--- src/rtl/cursor_pkg.sv ---
package cursor_pkg;
  localparam int unsigned REG_AW = 2;
  localparam int unsigned REG_DW = 16;

  typedef enum logic [REG_AW-1:0] {
    ADR_XPOS  = 2'd0,
    ADR_YPOS  = 2'd1,
    ADR_SIZE  = 2'd2,
    ADR_BLINK = 2'd3
  } reg_adr_e;

  localparam logic [REG_DW-1:0] SIZE_RST  = 16'h0101;
  localparam logic [REG_DW-1:0] BLINK_RST = 16'h007F;
endpackage

--- src/rtl/cursor_regs.sv ---
module cursor_regs
  import cursor_pkg::*;
#(
  parameter int unsigned POS_W = 10,
  parameter int unsigned DIM_W = 5,
  parameter int unsigned DIV_W = 7
) (
  input  logic                clk,
  input  logic                rst_n,
  input  logic                we,
  input  logic [REG_AW-1:0]   addr,
  input  logic [1:0]          be,
  input  logic [REG_DW-1:0]   wdata,
  output logic [REG_DW-1:0]   rdata,
  output logic [POS_W-1:0]    pos_x,
  output logic [POS_W-1:0]    pos_y,
  output logic [DIM_W-1:0]    dim_w,
  output logic [DIM_W-1:0]    dim_h,
  output logic                blk_en,
  output logic [DIV_W-1:0]    blk_div,
  output logic                div_wr
);
  localparam int unsigned EN_BIT = DIV_W;

  logic [REG_DW-1:0] mask;
  logic [REG_DW-1:0] xpos_q, ypos_q, size_q, blink_q;
  logic [REG_DW-1:0] xpos_m, ypos_m, size_m, blink_m;

  always_comb begin
    mask = {{8{be[1]}}, {8{be[0]}}};
    // Per-register implemented bit masks: unused bits never store anything.
    xpos_m  = REG_DW'((1 << POS_W) - 1);
    ypos_m  = REG_DW'((1 << POS_W) - 1);
    size_m  = (REG_DW'((1 << DIM_W) - 1) << 8) | REG_DW'((1 << DIM_W) - 1);
    blink_m = REG_DW'((1 << (DIV_W + 1)) - 1);
  end

  function automatic logic [REG_DW-1:0] merge(input logic [REG_DW-1:0] old_v,
                                              input logic [REG_DW-1:0] impl);
    return ((old_v & ~mask) | (wdata & mask)) & impl;
  endfunction

  always_ff @(posedge clk or negedge rst_n) begin
    if (!rst_n) begin
      xpos_q  <= '0;
      ypos_q  <= '0;
      size_q  <= SIZE_RST;
      blink_q <= BLINK_RST;
    end else if (we) begin
      unique case (reg_adr_e'(addr))
        ADR_XPOS:  xpos_q  <= merge(xpos_q, xpos_m);
        ADR_YPOS:  ypos_q  <= merge(ypos_q, ypos_m);
        ADR_SIZE:  size_q  <= merge(size_q, size_m);
        ADR_BLINK: blink_q <= merge(blink_q, blink_m);
        default: ;
      endcase
    end
  end

  always_comb begin
    unique case (reg_adr_e'(addr))
      ADR_XPOS:  rdata = xpos_q;
      ADR_YPOS:  rdata = ypos_q;
      ADR_SIZE:  rdata = size_q;
      ADR_BLINK: rdata = blink_q;
      default:   rdata = '0;
    endcase
  end

  assign pos_x   = xpos_q[POS_W-1:0];
  assign pos_y   = ypos_q[POS_W-1:0];
  assign dim_w   = size_q[8 +: DIM_W];
  assign dim_h   = size_q[DIM_W-1:0];
  assign blk_en  = blink_q[EN_BIT];
  assign blk_div = blink_q[DIV_W-1:0];
  assign div_wr  = we && (addr == ADR_BLINK) && be[0];

  // a write with the low byte disabled leaves the low byte of the target intact
  p_lowbyte_kept_r9: assert property (@(posedge clk) disable iff (!rst_n)
    (we && addr == ADR_SIZE && !be[0]) |=> $stable(size_q[7:0]));
  // unused bits always read as zero
  p_unused_zero_r9: assert property (@(posedge clk) disable iff (!rst_n)
    (size_q[15:13] == 3'b0) && (size_q[7:5] == 3'b0) && (blink_q[15:8] == 8'b0));
endmodule

--- src/rtl/cursor_blink.sv ---
module cursor_blink #(
  parameter int unsigned DIV_W = 7
) (
  input  logic             clk,
  input  logic             rst_n,
  input  logic             blk_en,
  input  logic [DIV_W-1:0] blk_div,
  input  logic             div_wr,
  input  logic             frame_pulse,
  output logic             phase_on
);
  logic [DIV_W-1:0] cnt_q;
  logic             phase_q;

  always_ff @(posedge clk or negedge rst_n) begin
    if (!rst_n) begin
      cnt_q   <= '0;
      phase_q <= 1'b1;
    end else if (!blk_en) begin
      cnt_q   <= '0;
      phase_q <= 1'b1;
    end else if (div_wr) begin
      cnt_q   <= '0;
    end else if (frame_pulse) begin
      if (cnt_q == blk_div) begin
        cnt_q   <= '0;
        phase_q <= ~phase_q;
      end else begin
        cnt_q   <= cnt_q + 1'b1;
      end
    end
  end

  assign phase_on = phase_q;

  // disabled blinking forces the visible phase and a cleared count
  p_steady_off_r10: assert property (@(posedge clk) disable iff (!rst_n)
    !blk_en |=> (phase_q && cnt_q == '0));
  // phase only moves on a frame pulse
  p_toggle_on_pulse_r5: assert property (@(posedge clk) disable iff (!rst_n)
    (blk_en && !frame_pulse) |=> $stable(phase_q));
  // a divisor write restarts the count and holds the phase
  p_restart_r6: assert property (@(posedge clk) disable iff (!rst_n)
    (blk_en && div_wr) |=> (cnt_q == '0 && $stable(phase_q)));
  // the count never passes the divisor
  p_cnt_bound_r5: assert property (@(posedge clk) disable iff (!rst_n)
    cnt_q <= blk_div);
endmodule

--- src/rtl/cursor_window.sv ---
module cursor_window #(
  parameter int unsigned POS_W = 10,
  parameter int unsigned DIM_W = 5
) (
  input  logic [POS_W-1:0] pos_x,
  input  logic [POS_W-1:0] pos_y,
  input  logic [DIM_W-1:0] dim_w,
  input  logic [DIM_W-1:0] dim_h,
  input  logic [POS_W-1:0] col,
  input  logic [POS_W-1:0] row,
  output logic             hit
);
  localparam int unsigned SUM_W = POS_W + 1;

  logic [SUM_W-1:0] x_end, y_end;
  logic             in_x, in_y, sized;

  always_comb begin
    x_end = SUM_W'(pos_x) + SUM_W'(dim_w);
    y_end = SUM_W'(pos_y) + SUM_W'(dim_h);
    in_x  = (col >= pos_x) && (SUM_W'(col) < x_end);
    in_y  = (row >= pos_y) && (SUM_W'(row) < y_end);
    sized = (dim_w != '0) && (dim_h != '0);
    hit   = sized && in_x && in_y;
  end

  // a zero dimension never produces a hit
  always_comb begin
    p_zero_size_r2: assert ((dim_w != '0 && dim_h != '0) || !hit);
  end
endmodule

--- src/rtl/cursor_overlay.sv ---
module cursor_overlay
  import cursor_pkg::*;
#(
  parameter int unsigned POS_W = 10,
  parameter int unsigned DIM_W = 5,
  parameter int unsigned DIV_W = 7
) (
  input  logic                clk,
  input  logic                rst_n,
  input  logic                reg_we,
  input  logic [REG_AW-1:0]   reg_addr,
  input  logic [1:0]          reg_be,
  input  logic [REG_DW-1:0]   reg_wdata,
  output logic [REG_DW-1:0]   reg_rdata,
  input  logic [POS_W-1:0]    pix_col,
  input  logic [POS_W-1:0]    pix_row,
  input  logic                frame_pulse,
  output logic                cursor_vis
);
  logic [POS_W-1:0] pos_x, pos_y;
  logic [DIM_W-1:0] dim_w, dim_h;
  logic [DIV_W-1:0] blk_div;
  logic             blk_en, div_wr, phase_on, hit, vis_q;

  cursor_regs #(.POS_W(POS_W), .DIM_W(DIM_W), .DIV_W(DIV_W)) u_regs (
    .clk(clk), .rst_n(rst_n), .we(reg_we), .addr(reg_addr), .be(reg_be),
    .wdata(reg_wdata), .rdata(reg_rdata), .pos_x(pos_x), .pos_y(pos_y),
    .dim_w(dim_w), .dim_h(dim_h), .blk_en(blk_en), .blk_div(blk_div),
    .div_wr(div_wr)
  );

  cursor_blink #(.DIV_W(DIV_W)) u_blink (
    .clk(clk), .rst_n(rst_n), .blk_en(blk_en), .blk_div(blk_div),
    .div_wr(div_wr), .frame_pulse(frame_pulse), .phase_on(phase_on)
  );

  cursor_window #(.POS_W(POS_W), .DIM_W(DIM_W)) u_win (
    .pos_x(pos_x), .pos_y(pos_y), .dim_w(dim_w), .dim_h(dim_h),
    .col(pix_col), .row(pix_row), .hit(hit)
  );

  always_ff @(posedge clk or negedge rst_n) begin
    if (!rst_n) vis_q <= 1'b0;
    else        vis_q <= hit && (phase_on || !blk_en);
  end

  assign cursor_vis = vis_q;

  // the flag reflects the hit of the pixel from the previous clock
  p_vis_needs_hit_r8: assert property (@(posedge clk) disable iff (!rst_n)
    cursor_vis |-> $past(hit));
  // with blinking off, a hit is always shown one clock later
  p_steady_show_r4: assert property (@(posedge clk) disable iff (!rst_n)
    (hit && !blk_en) |=> cursor_vis);
endmodule

--- config.mk ---
export PLATFORM = sky130hd
export DESIGN_NAME = cursor_overlay
export DESIGN_NICKNAME = d
export VERILOG_FILES = /design/src/rtl/cursor_pkg.sv /design/src/rtl/cursor_regs.sv /design/src/rtl/cursor_blink.sv /design/src/rtl/cursor_window.sv /design/src/rtl/cursor_overlay.sv
export SDC_FILE = /design/constraint.sdc
export NUM_CORES = 1
export LEC_CHECK = 0
export ABC_CLOCK_PERIOD_IN_PS = 4000
export BUFFER_PORTS_ARGS = -buffer_cell sky130_fd_sc_hd__buf_2
export CAP_MARGIN = 10
export CORE_MARGIN = 3
export CORE_UTILIZATION = 40
export CTS_CLUSTER_SIZE = 8
export DETAILED_ROUTE_END_ITERATION = 10
export GPL_TIMING_DRIVEN = 0
export MAX_ROUTING_LAYER = met4
export PLACE_DENSITY_LB_ADDON = 0.12
export SETUP_SLACK_MARGIN = 0.3
export SYNTH_ARGS = -nofsm -noshare
export SYNTH_HDL_FRONTEND = slang
export SYNTH_SLANG_ARGS = --single-unit
--- constraint.sdc ---
create_clock -name clk -period 4 [get_ports clk]
set_input_delay 0.2 -clock clk [delete_from_list [all_inputs] [get_ports clk]]
set_output_delay 0.2 -clock clk [all_outputs]
set_load 0.05 [all_outputs]
## Word level (Yosys, flattened, before mapping)

Cells that the tools add are included.

- $add $sub $neg: 3
- $lt $le $gt $ge: 4
- Equality and inequality tests: 8
- Muxes and demuxes: 9
- Bitwise gates (word level): 11
- Reduce and logical (&&, ||, !) cells: 18

Operators by type and width:

| kind | number |
|---|---|
| one-hot mux 16 bit (4 select lines) | 1 |
| 2-to-1 mux 7 bit | 4 |
| AND 13 bit | 2 |
| adder 10 x 5 -> 11 bit | 2 |
| less-than comparator 10 x 11 -> 1 bit | 2 |
| AND 10 bit | 2 |
| greater-or-equal comparator 10 bit | 2 |
| OR 10 bit | 2 |
| inverter 13 bit | 1 |
| OR 13 bit | 1 |
| nonzero test 5 bit | 2 |
| AND 8 bit | 1 |
| logical AND 1 bit | 8 |
| OR 8 bit | 1 |
| AND reduction 2 bit | 4 |
| adder 7 x 1 -> 7 bit, second input constant | 1 |
| equality test 7 bit | 1 |
| equality test 2 bit, second input constant | 2 |
| 2-to-1 mux 1 bit | 4 |
| != test 2 bit, second input constant | 2 |
| != test 3 bit, second input constant | 1 |
| AND reduction 3 bit | 1 |
| equality test 2 x 1 -> 1 bit, second input constant | 1 |
| logical NOT 2 bit | 1 |
| other kinds (4) | 4 |

- Flip-flop bits (word level): 47
- Input bits: 44
- Output and inout bits: 17

## Longest topological paths before layout

- Depth after elaboration: 6
- Gate-level depth with buffers: 13
- Mapped depth without buffers: 13

## Modules after synthesis

Synthesis repeated with hierarchy kept, for this count alone.

- Cells, all modules: 344
- Area total of the unflattened synthesis: 3786.1 um^2

Modules (own cells, without submodules):

| module | instances | cells each | area an instance (um^2) |
|---|---|---|---|
| cursor_regs | 1 | 116 | 1830.5 |
| cursor_window | 1 | 175 | 1411.4 |
| cursor_blink | 1 | 50 | 508.0 |
| cursor_overlay | 1 | 3 | 36.3 |

## Worst setup path after synthesis

OpenSTA, ideal clock, no wires.

- Kind: register -> register
- Start: register (tool-made name)
- End: register vis_q (netlist: cursor_vis)
- Setup time: 101 ps
- Arrival: 2716 ps
- Setup slack: 1183 ps
- Stages on the path, launching flop included: 13
- Buffers on the path: 0
- Path through: dfrtp_1 -> ha_1 -> a21o_1 -> a21oi_1 -> o21bai_1 -> a21oi_1 -> nor3_1 -> xnor2_1 -> ha_1 -> or4_1 -> a211oi_1 -> o32ai_1 -> nor4_1

RTL lines:

| element | RTL line | RTL |
|---|---|---|
| end signal, assigned | cursor_overlay.sv:44 | `else vis_q <= hit && (phase_on \|\| !blk_en);` |
| end, declared | cursor_overlay.sv:23 | `logic blk_en, div_wr, phase_on, hit, vis_q;` |

==> results.txt <==
- Result of the run: finished, final reports clean
- Flops & latches, synth: 47
* Maximum root-to-sink buffer count: 2
- Cell variety after synth: 47
* Buffers and inverters on the worst path: 0
- Data on the critical path is required at its endpoint by 4.21 ns.
- Main synth FF type: sky130_fd_sc_hd__dfrtp_1
* Post-synthesis share of cell area spent on full adders, half adders and majority gates: 17.9%
* Largest stage delay on the critical path: 0.52 ns
- Critical path start-end classification: flip-flop to flip-flop
- The die covers 10300 um^2.
- All-layer global routing usage: 18.2%
- Synthesis produced a netlist whose cell count is 365.
- Max-cap viol count: 0
- For this design, the sink count on the clock tree is 47.
- The congestion estimate from routability-driven global placement came to 0.799.
- Setup total negative slack on the finished layout was measured at 0 ns.
- The first global-routing pass estimated ~14000 um of wire.
- The slowest stage of the critical path is the sky130_fd_sc_hd__or4_1 cell.
* CP Data Arrival Time: 3.45 ns
- Once the clock tree was built, the resizer swapped 0 gates to a different size.
- Starting DRC count in detailed routing: 127
* Clock transition at the registers of the reported paths: 0.10 ns
- Buffers inserted by post-CTS timing repair: 0
* Sequential-to-total area share from yosys stat: roughly 33%
- Unrepaired setup endpoints after global routing: no
* Xor-xnor portion of the synthesized cell area: 5.75%
- # nets final: 520
- Dominant combinational cell family by area after synthesis: adder cells
- The number of global-route vias before repair was between 2000 and 3000.
- The synthesized design contains 0 enable-type register cells.
* Share of flip-flops with an asynchronous set or reset: 100%
- The die is 102 um tall.
* Class of the tightest hold or removal check: primary input to async pin
* Number of DRC violations after detailed routing: 0
- The post-route netlist has 27.7% of its cells at a drive strength greater than 1.
* Period Utilization, post-route: between 80% and 90%
* Routed vias: 2849
- The final hold violation count was 0.
- The initial antenna violation count was 0.
* Largest vdd supply drop: 0.169 mV
- Maximum fanout along the worst path: 4
* Final critical path time including I/O delays and setup: roughly 3.2 ns
* Placed instance area: 4060 um^2
- Row count: 34
* Slew HR: 29.0%
- Clock latency of the later-clocked register in the worst-skew pair: ~0.30 ns
- Count of nets left with antenna violations after detail routing: 0
* Areal power density over the cells: between 400 and 500 nW/um^2
- In this design, the largest share of critical-path delay is due to compound AO/OA/AOI/OAI gates.
- The root buffer cell chosen for the clock tree is sky130_fd_sc_hd__clkbuf_8.
- LEAKAGE: 1.91 nW
* GRT overflow: 0
* Leading cell type in the layout, fill and taps excluded: sky130_fd_sc_hd__buf_2
- Setup violations remaining at the end of the flow were counted as 0.
* Number of CTS-inserted buffers: 5
* Hold Buf Count CTS: 0
* IO Pins: 61
* Largest net degree at the start of global routing: 48
- CP endpoint kind: flip-flop
* Count of TritonRoute iterations in the first routing pass: 4
- Detailed placement ended at an HPWL of 7190 um.
* Count of final max-slew check failures: 0
- Clock Skews: 0.00725 ns
* Mean area per synthesized cell: 10.0 um^2
- In the final routed layout, each cell accounts on average for 16.3 um.
- Die outline width: 102 um
- In the layout the commonest cells are sky130_fd_sc_hd__buf_2, sky130_fd_sc_hd__ha_1, sky130_fd_sc_hd__dfrtp_1.
- Syn. warnings: 0
- The synthesized netlist devotes 13.1% of its cell area to compound gates.
* Diode count: 0
- The critical path goes through ha_1 > a21o_1 > a21oi_1 > o21bai_1 > a21oi_1 > nor3_1 > xnor2_1 > ha_1 > or4_1 > a211oi_1 > o32ai_1 > nor4_1.
* Synthesis-to-layout area growth: 13.3%
* Worst Tran Pin Value: roughly 1.1 ns
- Maximum level of the CTS H-tree: 2
- Routed via count divided by cell count: 5.34
* Highest achievable clock rate: 309 MHz
- Summing the areas of all and, or, nand and nor instances in the mapped netlist gives between 10% and 20% of the synthesized area.
* Placeable core region: 8810 um^2
- Summing all non-filler instances in the final layout gives an area of between 4000 and 5000 um^2.
* Kind of start point of the critical path: flip-flop
* Hold WS: between 0.07 and 0.08 ns
- The initial utilization of the core area, before any placement, comes to 41.5%.
- Multiplexer fraction of the synthesized cell area: between 10% and 20%
- CTS tree: yes
- Synthesized area: 3660 um^2
- Wirelength, routed: 8710 um
* Port-buffer cells: 51
==> Yosys cell counts, types with 3 or more instances <==
master | n | area (um^2)
sky130_fd_sc_hd__nand2b_1 | 4 | 25.0
sky130_fd_sc_hd__a211oi_1 | 8 | 60.1
sky130_fd_sc_hd__dfrtp_1 | 37 | 926
sky130_fd_sc_hd__buf_4 | 5 | 37.5
sky130_fd_sc_hd__a21o_1 | 5 | 37.5
sky130_fd_sc_hd__inv_1 | 26 | 97.6
sky130_fd_sc_hd__dfstp_2 | 10 | 263
sky130_fd_sc_hd__nor2b_1 | 4 | 25.0
sky130_fd_sc_hd__nand2_1 | 23 | 86.3
sky130_fd_sc_hd__and2_1 | 3 | 18.8
sky130_fd_sc_hd__a21oi_1 | 22 | 110
sky130_fd_sc_hd__xor2_1 | 5 | 43.8
sky130_fd_sc_hd__mux2i_1 | 5 | 50.1
sky130_fd_sc_hd__mux4_2 | 5 | 113
sky130_fd_sc_hd__nand4_1 | 4 | 25.0
sky130_fd_sc_hd__xnor2_1 | 19 | 166
sky130_fd_sc_hd__mux2_2 | 28 | 315
sky130_fd_sc_hd__nor3_1 | 5 | 25.0
sky130_fd_sc_hd__o21ai_0 | 34 | 170
sky130_fd_sc_hd__buf_2 | 3 | 15.0
sky130_fd_sc_hd__ha_1 | 49 | 613
sky130_fd_sc_hd__nand3_1 | 12 | 60.1
sky130_fd_sc_hd__nor2_1 | 16 | 60.1
sky130_fd_sc_hd__o21bai_1 | 3 | 22.5
==> final cells by class <==
| type | instances | area, um^2 |
|---|---|---|
| Sequential cell | 47 | 1190 |
| Clock inverter | 3 | 20.0 |
| Fill cell | 875 | 4660 |
| Timing Repair Buffer | 51 | 255 |
| Clock buffer | 5 | 68.8 |
| Buffer | 10 | 60.1 |
| Tap cell | 108 | 135 |
| Inverter | 26 | 97.6 |
| Multi-Input combinational cell | 284 | 2320 |
==> metrics by stage <==
step	cells	power (mW)	setup slack [ns]	utilization [%]
after detailed placement	526	1.61	0.750	46.1
after floorplan	367	1.37	1.18	-
after global routing	534	2.06	0.507	47.1
final	534	1.88	0.760	47.1
after CTS	534	1.91	0.725	47.1
after global placement	526	1.59	0.781	46.1
==> metal layers <==
| layer | track usage [%] | part of all wire [%] |
|---|---|---|
| met5 | - | 0 |
| met4 | 3.07 | 0.67 |
| met2 | 30.3 | 49 |
| met1 | 24.5 | 48 |
| met3 | 1.86 | 2.8 |
==> final timing paths <==
kind / end / slack, ns / cells after the start
worst max-delay path: cursor_vis / 0.76 / 12
worst min-delay path: u_blink.cnt_q[1] / 0.08 / 1
worst max register to register: cursor_vis / 0.76 / 12
worst min register to register: u_blink.cnt_q[6] / 0.56 / 2
max in group asynchronous: async pin / 3.26 / 1
min in group clk: flip-flop / 0.13 / 2
==> cell families after synthesis <==
logic type | Yosys count
fa+ha+maj | 51
flops | 47
compound gates | 81
buf+inv | 36
xor+xnor | 24
simple gates | 87
other cells | 1
mux | 38
==> report_power, final <==
part	switching [mW]	total (mW)	leakage [nW]	internal [mW]
Sequential	0.114	0.692	0.567	0.578
Combinational	0.505	0.899	1.31	0.394
Clock	0.172	0.294	0.0402	0.122
Note: power is estimated with default switching activity, not from simulation.
